==> config.mk <==
export PLATFORM = sky130hd
export DESIGN_NAME = perr_status_top
export DESIGN_NICKNAME = d
export VERILOG_FILES = /design/src/rtl/perr_pkg.sv /design/src/rtl/perr_classify.sv /design/src/rtl/perr_sticky_bit.sv /design/src/rtl/perr_serr_gen.sv /design/src/rtl/perr_status_top.sv
export SDC_FILE = /design/constraint.sdc
export NUM_CORES = 1
export LEC_CHECK = 0
export CORE_AREA = 2 2 39 41
export CTS_CLUSTER_SIZE = 14
export DETAILED_ROUTE_END_ITERATION = 6
export DIE_AREA = 0 0 41 43
export HOLD_SLACK_MARGIN = 0.03
export PLACE_DENSITY = 0.43
export SLEW_MARGIN = 10
export SYNTH_ARGS = -nofsm -noshare
export SYNTH_HDL_FRONTEND = slang
export SYNTH_SLANG_ARGS = --single-unit
==> constraint.sdc <==
create_clock -name clk -period 1.76 [get_ports clk]
set_clock_uncertainty 0.05 [all_clocks]
set_input_delay 0.176 -clock clk [delete_from_list [all_inputs] [get_ports clk]]
set_output_delay 0.176 -clock clk [all_outputs]
set_load 0.05 [all_outputs]
==> src/rtl/perr_pkg.sv <==
package perr_pkg;
  localparam int TYPE_W = 2;
  localparam int NUM_STAT = 2;
  localparam int STAT_PRI = 0;
  localparam int STAT_SEC = 1;

  typedef enum logic [TYPE_W-1:0] {
    XFER_READ    = 2'b00,
    XFER_POSTED  = 2'b01,
    XFER_DELAYED = 2'b10,
    XFER_RSVD    = 2'b11
  } xfer_e;

  typedef enum logic { DIR_DOWN = 1'b0, DIR_UP = 1'b1 } dir_e;
  typedef enum logic { BUS_PRI = 1'b0, BUS_SEC = 1'b1 } bus_e;

  typedef struct packed {
    xfer_e kind;
    dir_e  dir;
    bus_e  bus;
  } perr_evt_t;
endpackage

==> src/rtl/perr_classify.sv <==
module perr_classify
  import perr_pkg::*;
(
  input  logic                valid,
  input  perr_evt_t           evt,
  output logic [NUM_STAT-1:0] set_vec
);
  logic pri_hit;
  logic sec_hit;

  always_comb begin
    pri_hit = 1'b0;
    sec_hit = 1'b0;
    if (evt.bus == BUS_PRI) begin
      unique case (evt.kind)
        XFER_READ:    pri_hit = (evt.dir == DIR_UP);
        XFER_POSTED:  pri_hit = (evt.dir == DIR_DOWN);
        XFER_DELAYED: pri_hit = (evt.dir == DIR_DOWN);
        default:      pri_hit = 1'b0;
      endcase
    end else begin
      unique case (evt.kind)
        XFER_READ:    sec_hit = (evt.dir == DIR_DOWN);
        XFER_POSTED:  sec_hit = (evt.dir == DIR_UP);
        default:      sec_hit = 1'b0;
      endcase
    end
  end

  always_comb begin
    set_vec = '0;
    set_vec[STAT_PRI] = valid && pri_hit;
    set_vec[STAT_SEC] = valid && sec_hit;
  end

  // never both bits from a single event
  always_comb begin
    a_r3_single_target: assert ($onehot0(set_vec));
  end
endmodule

==> src/rtl/perr_sticky_bit.sv <==
module perr_sticky_bit (
  input  logic clk,
  input  logic rst,
  input  logic set_i,
  input  logic clr_i,
  output logic q
);
  always_ff @(posedge clk) begin
    if (rst)        q <= 1'b0;
    else if (set_i) q <= 1'b1;
    else if (clr_i) q <= 1'b0;
  end

  a_r1_set_lands: assert property (@(posedge clk) disable iff (rst)
    set_i |=> q);
  a_r5_sticky_hold: assert property (@(posedge clk) disable iff (rst)
    (q && !clr_i) |=> q);
  a_r5_clear_lands: assert property (@(posedge clk) disable iff (rst)
    (clr_i && !set_i) |=> !q);
  a_r3_no_spurious_set: assert property (@(posedge clk) disable iff (rst)
    (!q && !set_i) |=> !q);
endmodule

==> src/rtl/perr_serr_gen.sv <==
module perr_serr_gen (
  input  logic clk,
  input  logic rst,
  input  logic valid,
  input  logic fwd,
  input  logic serr_en,
  input  logic pri_resp,
  input  logic sec_resp,
  output logic serr_n
);
  logic fire;
  assign fire = valid && !fwd && serr_en && pri_resp && sec_resp;

  always_ff @(posedge clk) begin
    if (rst) serr_n <= 1'b1;
    else     serr_n <= !fire;
  end

  a_r8_fwd_blocks: assert property (@(posedge clk) disable iff (rst)
    (valid && fwd) |=> serr_n);
  a_r8_enable_gate: assert property (@(posedge clk) disable iff (rst)
    (!serr_en || !pri_resp || !sec_resp) |=> serr_n);
  a_r10_idle_quiet: assert property (@(posedge clk) disable iff (rst)
    !valid |=> serr_n);
endmodule

==> src/rtl/perr_status_top.sv <==
module perr_status_top
  import perr_pkg::*;
(
  input  logic              clk,
  input  logic              rst,
  input  logic              err_valid,
  input  logic [TYPE_W-1:0] err_type,
  input  logic              err_dir,
  input  logic              err_bus,
  input  logic              err_fwd,
  input  logic              cmd_serr_en,
  input  logic              cmd_perr_resp,
  input  logic              bctl_perr_resp,
  input  logic              sw_wr,
  input  logic [NUM_STAT-1:0] sw_wdata,
  output logic              pri_det_perr,
  output logic              sec_det_perr,
  output logic              serr_n
);
  perr_evt_t            evt;
  logic [NUM_STAT-1:0]  set_vec;
  logic [NUM_STAT-1:0]  clr_vec;
  logic [NUM_STAT-1:0]  stat_q;

  assign evt.kind = xfer_e'(err_type);
  assign evt.dir  = dir_e'(err_dir);
  assign evt.bus  = bus_e'(err_bus);
  assign clr_vec  = sw_wr ? sw_wdata : '0;

  perr_classify u_classify (
    .valid   (err_valid),
    .evt     (evt),
    .set_vec (set_vec)
  );

  for (genvar i = 0; i < NUM_STAT; i++) begin : g_stat
    perr_sticky_bit u_bit (
      .clk   (clk),
      .rst   (rst),
      .set_i (set_vec[i]),
      .clr_i (clr_vec[i]),
      .q     (stat_q[i])
    );
  end

  perr_serr_gen u_serr (
    .clk      (clk),
    .rst      (rst),
    .valid    (err_valid),
    .fwd      (err_fwd),
    .serr_en  (cmd_serr_en),
    .pri_resp (cmd_perr_resp),
    .sec_resp (bctl_perr_resp),
    .serr_n   (serr_n)
  );

  assign pri_det_perr = stat_q[STAT_PRI];
  assign sec_det_perr = stat_q[STAT_SEC];

  a_r9_reset_state: assert property (@(posedge clk)
    $past(rst) |-> (serr_n && !pri_det_perr && !sec_det_perr));
  a_r7_serr_cause: assert property (@(posedge clk) disable iff (rst)
    !serr_n |-> $past(err_valid && !err_fwd && cmd_serr_en && cmd_perr_resp && bctl_perr_resp));
  a_r6_set_beats_clear: assert property (@(posedge clk) disable iff (rst)
    (sw_wr && sw_wdata[STAT_SEC] && err_valid && err_bus && !err_dir && err_type == 2'b00)
    |=> sec_det_perr);
endmodule

# [Yosys cells after proc, flatten, opt, wreduce, memory -nomap -nowiden]
# Index checks and enable logic that the tools add are counted.
[word_totals] reg_bits=3 inputBits=14 out_inout_bits=3 wordCells=27
[classes] eq_ne=2 mux=9 bitwise=1 reduce_logical=12
[op_table] op="1-bit logical AND" count=6
[op_table] op="1-bit 2-to-1 mux" count=6
[op_table] op="1-bit case mux with 2 select lines" count=2
[op_table] op="2-bit nonzero test" count=2
[op_table] op="2-bit by 1-bit == test with 1-bit output (second input constant)" count=1
[op_table] op="2-bit == test (second input constant)" count=1
[op_table] op="1-bit logical NOT" count=2
[op_table] op="2-bit logical NOT" count=1
[op_table] op="2-bit 2-to-1 mux" count=1
[op_table] op="2-bit OR reduction" count=1
[op_table] op="1-bit NOT" count=1

# [Depth between registers and ports, before layout]
[logic_depth] word_depth=6 mapped_depth=4 ltp_nobuf=4

# [Cells and area by module]
# Synthesis repeated with hierarchy kept, for this count alone.
[unflattened] hier_cells=22 area_unflattened_um2=200.2
[modules_own_cells] module="perr_sticky_bit" instances=2 cells_per_inst=4 area_per_inst_um2=38.8
[modules_own_cells] module="perr_classify" instances=1 cells_per_inst=9 area_per_inst_um2=72.6
[modules_own_cells] module="perr_serr_gen" instances=1 cells_per_inst=3 area_per_inst_um2=37.5
[modules_own_cells] module="perr_status_top" instances=1 cells_per_inst=2 area_per_inst_um2=12.5

# [Least setup slack after synthesis]
# No wires, ideal clock.
[synth_timing] path_type="in2reg" start="in err_type[0]" end="reg g_stat[0].u_bit.q" setup_time_ns=0.117 arrival_time_ns=0.940 path_slack_ns=0.652 cell_stages=4 path_cell_list="inv_1 > ha_1 > mux2_2 > a32o_1"
[synth_via] elab_chain_len=6
[synth_lines] item="start, declared" line_no="perr_status_top.sv:7" source="input logic [TYPE_W-1:0] err_type,"
[synth_lines] item="2-bit == test or 2-bit by 1-bit == test with 1-bit output (tied branches)" line_no="perr_classify.sv:15" source="unique case (evt.kind)"
[synth_lines] item="2-bit OR reduction (no line)"
[synth_lines] item="1-bit case mux with 2 select lines (*)" line_no="perr_classify.sv:15"
[synth_lines] item="1-bit 2-to-1 mux (*)" line_no="perr_classify.sv:14" source="if (evt.bus == BUS_PRI) begin"
[synth_lines] item="1-bit logical AND (*)" line_no="perr_classify.sv:32" source="set_vec[STAT_PRI] = valid && pri_hit;"
[synth_lines] item="1-bit 2-to-1 mux or 2-bit nonzero test (tied branches)"
[synth_lines] item="end signal, assigned" line_no="perr_sticky_bit.sv:9" source="if (rst) q <= 1'b0;"
[synth_lines] item="end signal, assigned" line_no="perr_sticky_bit.sv:10" source="else if (set_i) q <= 1'b1;"
[synth_lines] item="end signal, assigned" line_no="perr_sticky_bit.sv:11" source="else if (clr_i) q <= 1'b0;"
[synth_lines] item="end, declared" line_no="perr_sticky_bit.sv:6" source="output logic q"
# Every way passes the cells marked *; elsewhere a longest branch is shown, timed or not.
# A chain may end at the register's enable or synchronous reset.

# [Worst setup path in the final report]
[layout_timing] start="reg g_stat[1].u_bit.q" end="out sec_det_perr"
[layout_rtl] item="start, declared" line_no="perr_sticky_bit.sv:6"
[layout_rtl] item="start signal, assigned" line_no="perr_sticky_bit.sv:9"
[layout_rtl] item="start signal, assigned" line_no="perr_sticky_bit.sv:10"
[layout_rtl] item="start signal, assigned" line_no="perr_sticky_bit.sv:11"
[layout_rtl] item="end, declared" line_no="perr_status_top.sv:17" source="output logic sec_det_perr,"
# No word-level cell between the ends.

==> impl_metrics.csv <==
group,metric,value,unit
power_and_ir_drop,finalPower,0.249,mW
yosys,synth_largest_area_cell,"dfxtp_1",
clock_network,numClockSinks,3,
drt,drcViolationCount,0,
yosys,synth_fp_nets,35,
cells_and_area,fin_nets,56,
clock_network,cts-resized-gates,0,
setup_path,critPathCaptureType,"primary output",
floorplan,dieArea,0.00176,sq mm
setup_path,path_class,"reg2out",
power_and_ir_drop,p_sw,0.0560,mW
setup_path,worst-path-buf-inv,1,
grt,grt_max_degree,4,
sta,fmax,0.634,GHz
clock_network,post_cts_buffers,0,
cells_and_area,final_common_cell,"clkdlybuf4s50_1",
drt,viasPerCell,3.71,
setup_path,cp_slowest_cell,"clkdlybuf4s50_1",
floorplan,dieWidth,41,um
clock_network,cts_tree,"built",
clock_network,cts_made_buffers,3,
drt,drt_iter0_drc,1,
drt,antenna_left,0,
power_and_ir_drop,irDropWorstVdd,321,uV
placement,portBuffers,16,
power_and_ir_drop,pwr-share-comb,0.230,
setup_path,path_cells,"clkdlybuf4s50_1",
grt,grt_pass1_wl,669,um
floorplan,row_count,14,
clock_network,htree_num_levels,1,
yosys,ys_top_cells_by_area,"dfxtp_1 (34%), ha_1 (14%), nor2b_1 (14%), a32o_1 (11%), inv_1 (6.3%)",
sta,maxSlewViolCount,0,
yosys,synth_top_area_frac,0.338,
sta,setup_violations,0,
floorplan,core,0.00138,sq mm
setup_path,critPathTopFamily,"buffers and inverters",
drt,routed_wl,491,um
setup_path,crit_required,1.53,ns
flow_run,cap_violations,0,
placement,dp_hpwl,418,um
power_and_ir_drop,clock_power_share,0.482,
outcome,outcome,"finished, final reports clean",
clock_network,clockBufferDepth,2,
sta,maxSlewHeadroom,0.672,
clock_network,clk_latency,0.23,ns
yosys,ys_ff_latch,3,
sta,rsz0062_at_grt,"no",
grt,overflow,0,
power_and_ir_drop,seqPwrFrac,0.288,
setup_path,cp_max_fo,2,
yosys,syn_inst,19,
floorplan,initial_utilization,0.128,
clock_network,clkTransAtPathRegs,0.04,ns
clock_network,root_buffer,"clkbuf_4",
sta,timing.final.crit_share,0.896,
setup_path,cp-start-kind,"flop",
sta,fin_crit,1.58,ns
power_and_ir_drop,internal-power,0.193,mW
cells_and_area,drive_gt1_frac,0.103,
power_and_ir_drop,p_leak,0.160,nW
sta,tightest_slew,0.491,ns
drt,dr.pass1.iters,2,
floorplan,die_h,43,um
yosys,ys_warn_count,0,
drt,dr_total_vias,204,
power_and_ir_drop,powerDensity,647,mW/mm^2
setup_path,r2r_slack,0.98,ns
yosys,synth_cell_types,9,
drt,wl_per_cell,8.93,um
yosys,syn_avg_cell_area,9.35,sq um
grt,antenna_found_initial,0,
power_and_ir_drop,swShare,0.225,
cells_and_area,final_cell_mix,"clkdlybuf4s50_1 (16), nor2b_1 (4), inv_1 (3), clkbuf_4 (3), dfxtp_1 (3)",
yosys,netlist_area,178,sq um
sta,fin_tns_setup,0,ns
setup_path,arrival,1.35,ns
cells_and_area,antenna_cells,0,
sta,hold_viol_final,0,
floorplan,ioPinCount,17,
grt,grt_usage,0.0631,
placement,place.gp.congestion,0.519,
min_path,hold_class,"in2reg",
grt,grt_pass1_vias,210,
yosys,synth-seq-area-share,0.338,
clock_network,cts_hold_buf,0,
cells_and_area,area_delta_synth_final,116,%
setup_path,worst_path_largest_cell_delay,0.80,ns
cells in the mapped netlist:
cell type / count
nor2b_1: 4
dfxtp_1: 3
inv_1: 3
a32o_1: 2
ha_1: 2
nand2_1: 2
mux2_1: 1
mux2_2: 1
nand4_1: 1
metrics by stage:
stage	utilization	instance area [sq um]	hold WS [ns]	instances	worst slack [ns]
2_1_floorplan	-	178	0.200	19	0.652
3_3_place_gp	0.259	358	0.546	51	0.114
3_5_place_dp	0.259	358	0.554	51	0.108
4_1_cts	0.278	384	0.379	55	0.173
5_1_grt	0.278	384	0.383	55	0.151
6_report	0.278	384	0.384	55	0.183
per-layer routing:
metal  track usage  vias to the layer above  wire [um]
met3        0.0314                        0         67
met1        0.0479                       86        192
li1              -                      105          -
met2         0.103                       13        230
met5             0                        -          0
met4        0.0600                        0          0
registers in the layout, indices dropped and copies added, names as in the netlist:
register and cells:
g_stat.u_bit.q 2, u_serr.serr_n 1
power by group through the flow:
stage	sequential [mW]	clock, mW	combinational (mW)
detailed placement	0.0726	0	0.0578
global route	0.0717	0.130	0.0624
finish	0.0715	0.120	0.0571
global placement	0.0723	0	0.0569
floorplan	0.0799	0	0.0131
CTS	0.0715	0.125	0.0581
logic make-up (layout without fill, tap and decap cells):
family                   Yosys count  in the layout  share of synthesized area
multiplexers                       2              2                      0.127
buffers and inverters              3             23                     0.0634
adder cells (fa/ha/maj)            2              2                      0.141
flip-flops                         3              3                      0.338
AND/OR/NAND/NOR                    7              7                      0.218
AO/OA/AOI/OAI                      2              2                      0.113
path summary, 6_finish.rpt:
kind         cells after the start               from                 to
min reg2reg                      2  g_stat[0].u_bit.q  g_stat[0].u_bit.q
max reg2reg                      2  g_stat[1].u_bit.q  g_stat[1].u_bit.q
min                              2      cmd_perr_resp      u_serr.serr_n
max                              1  g_stat[1].u_bit.q       sec_det_perr
cell type report:
class	count	area, sq um
multi-input combinational	13	106
clock buffer	4	26.3
sequential	3	60.1
timing repair buffer	16	160
tap	16	20.0
fill	146	1000
inverter	3	11.3
No activity file was read; power rests on OpenSTA's default activity.
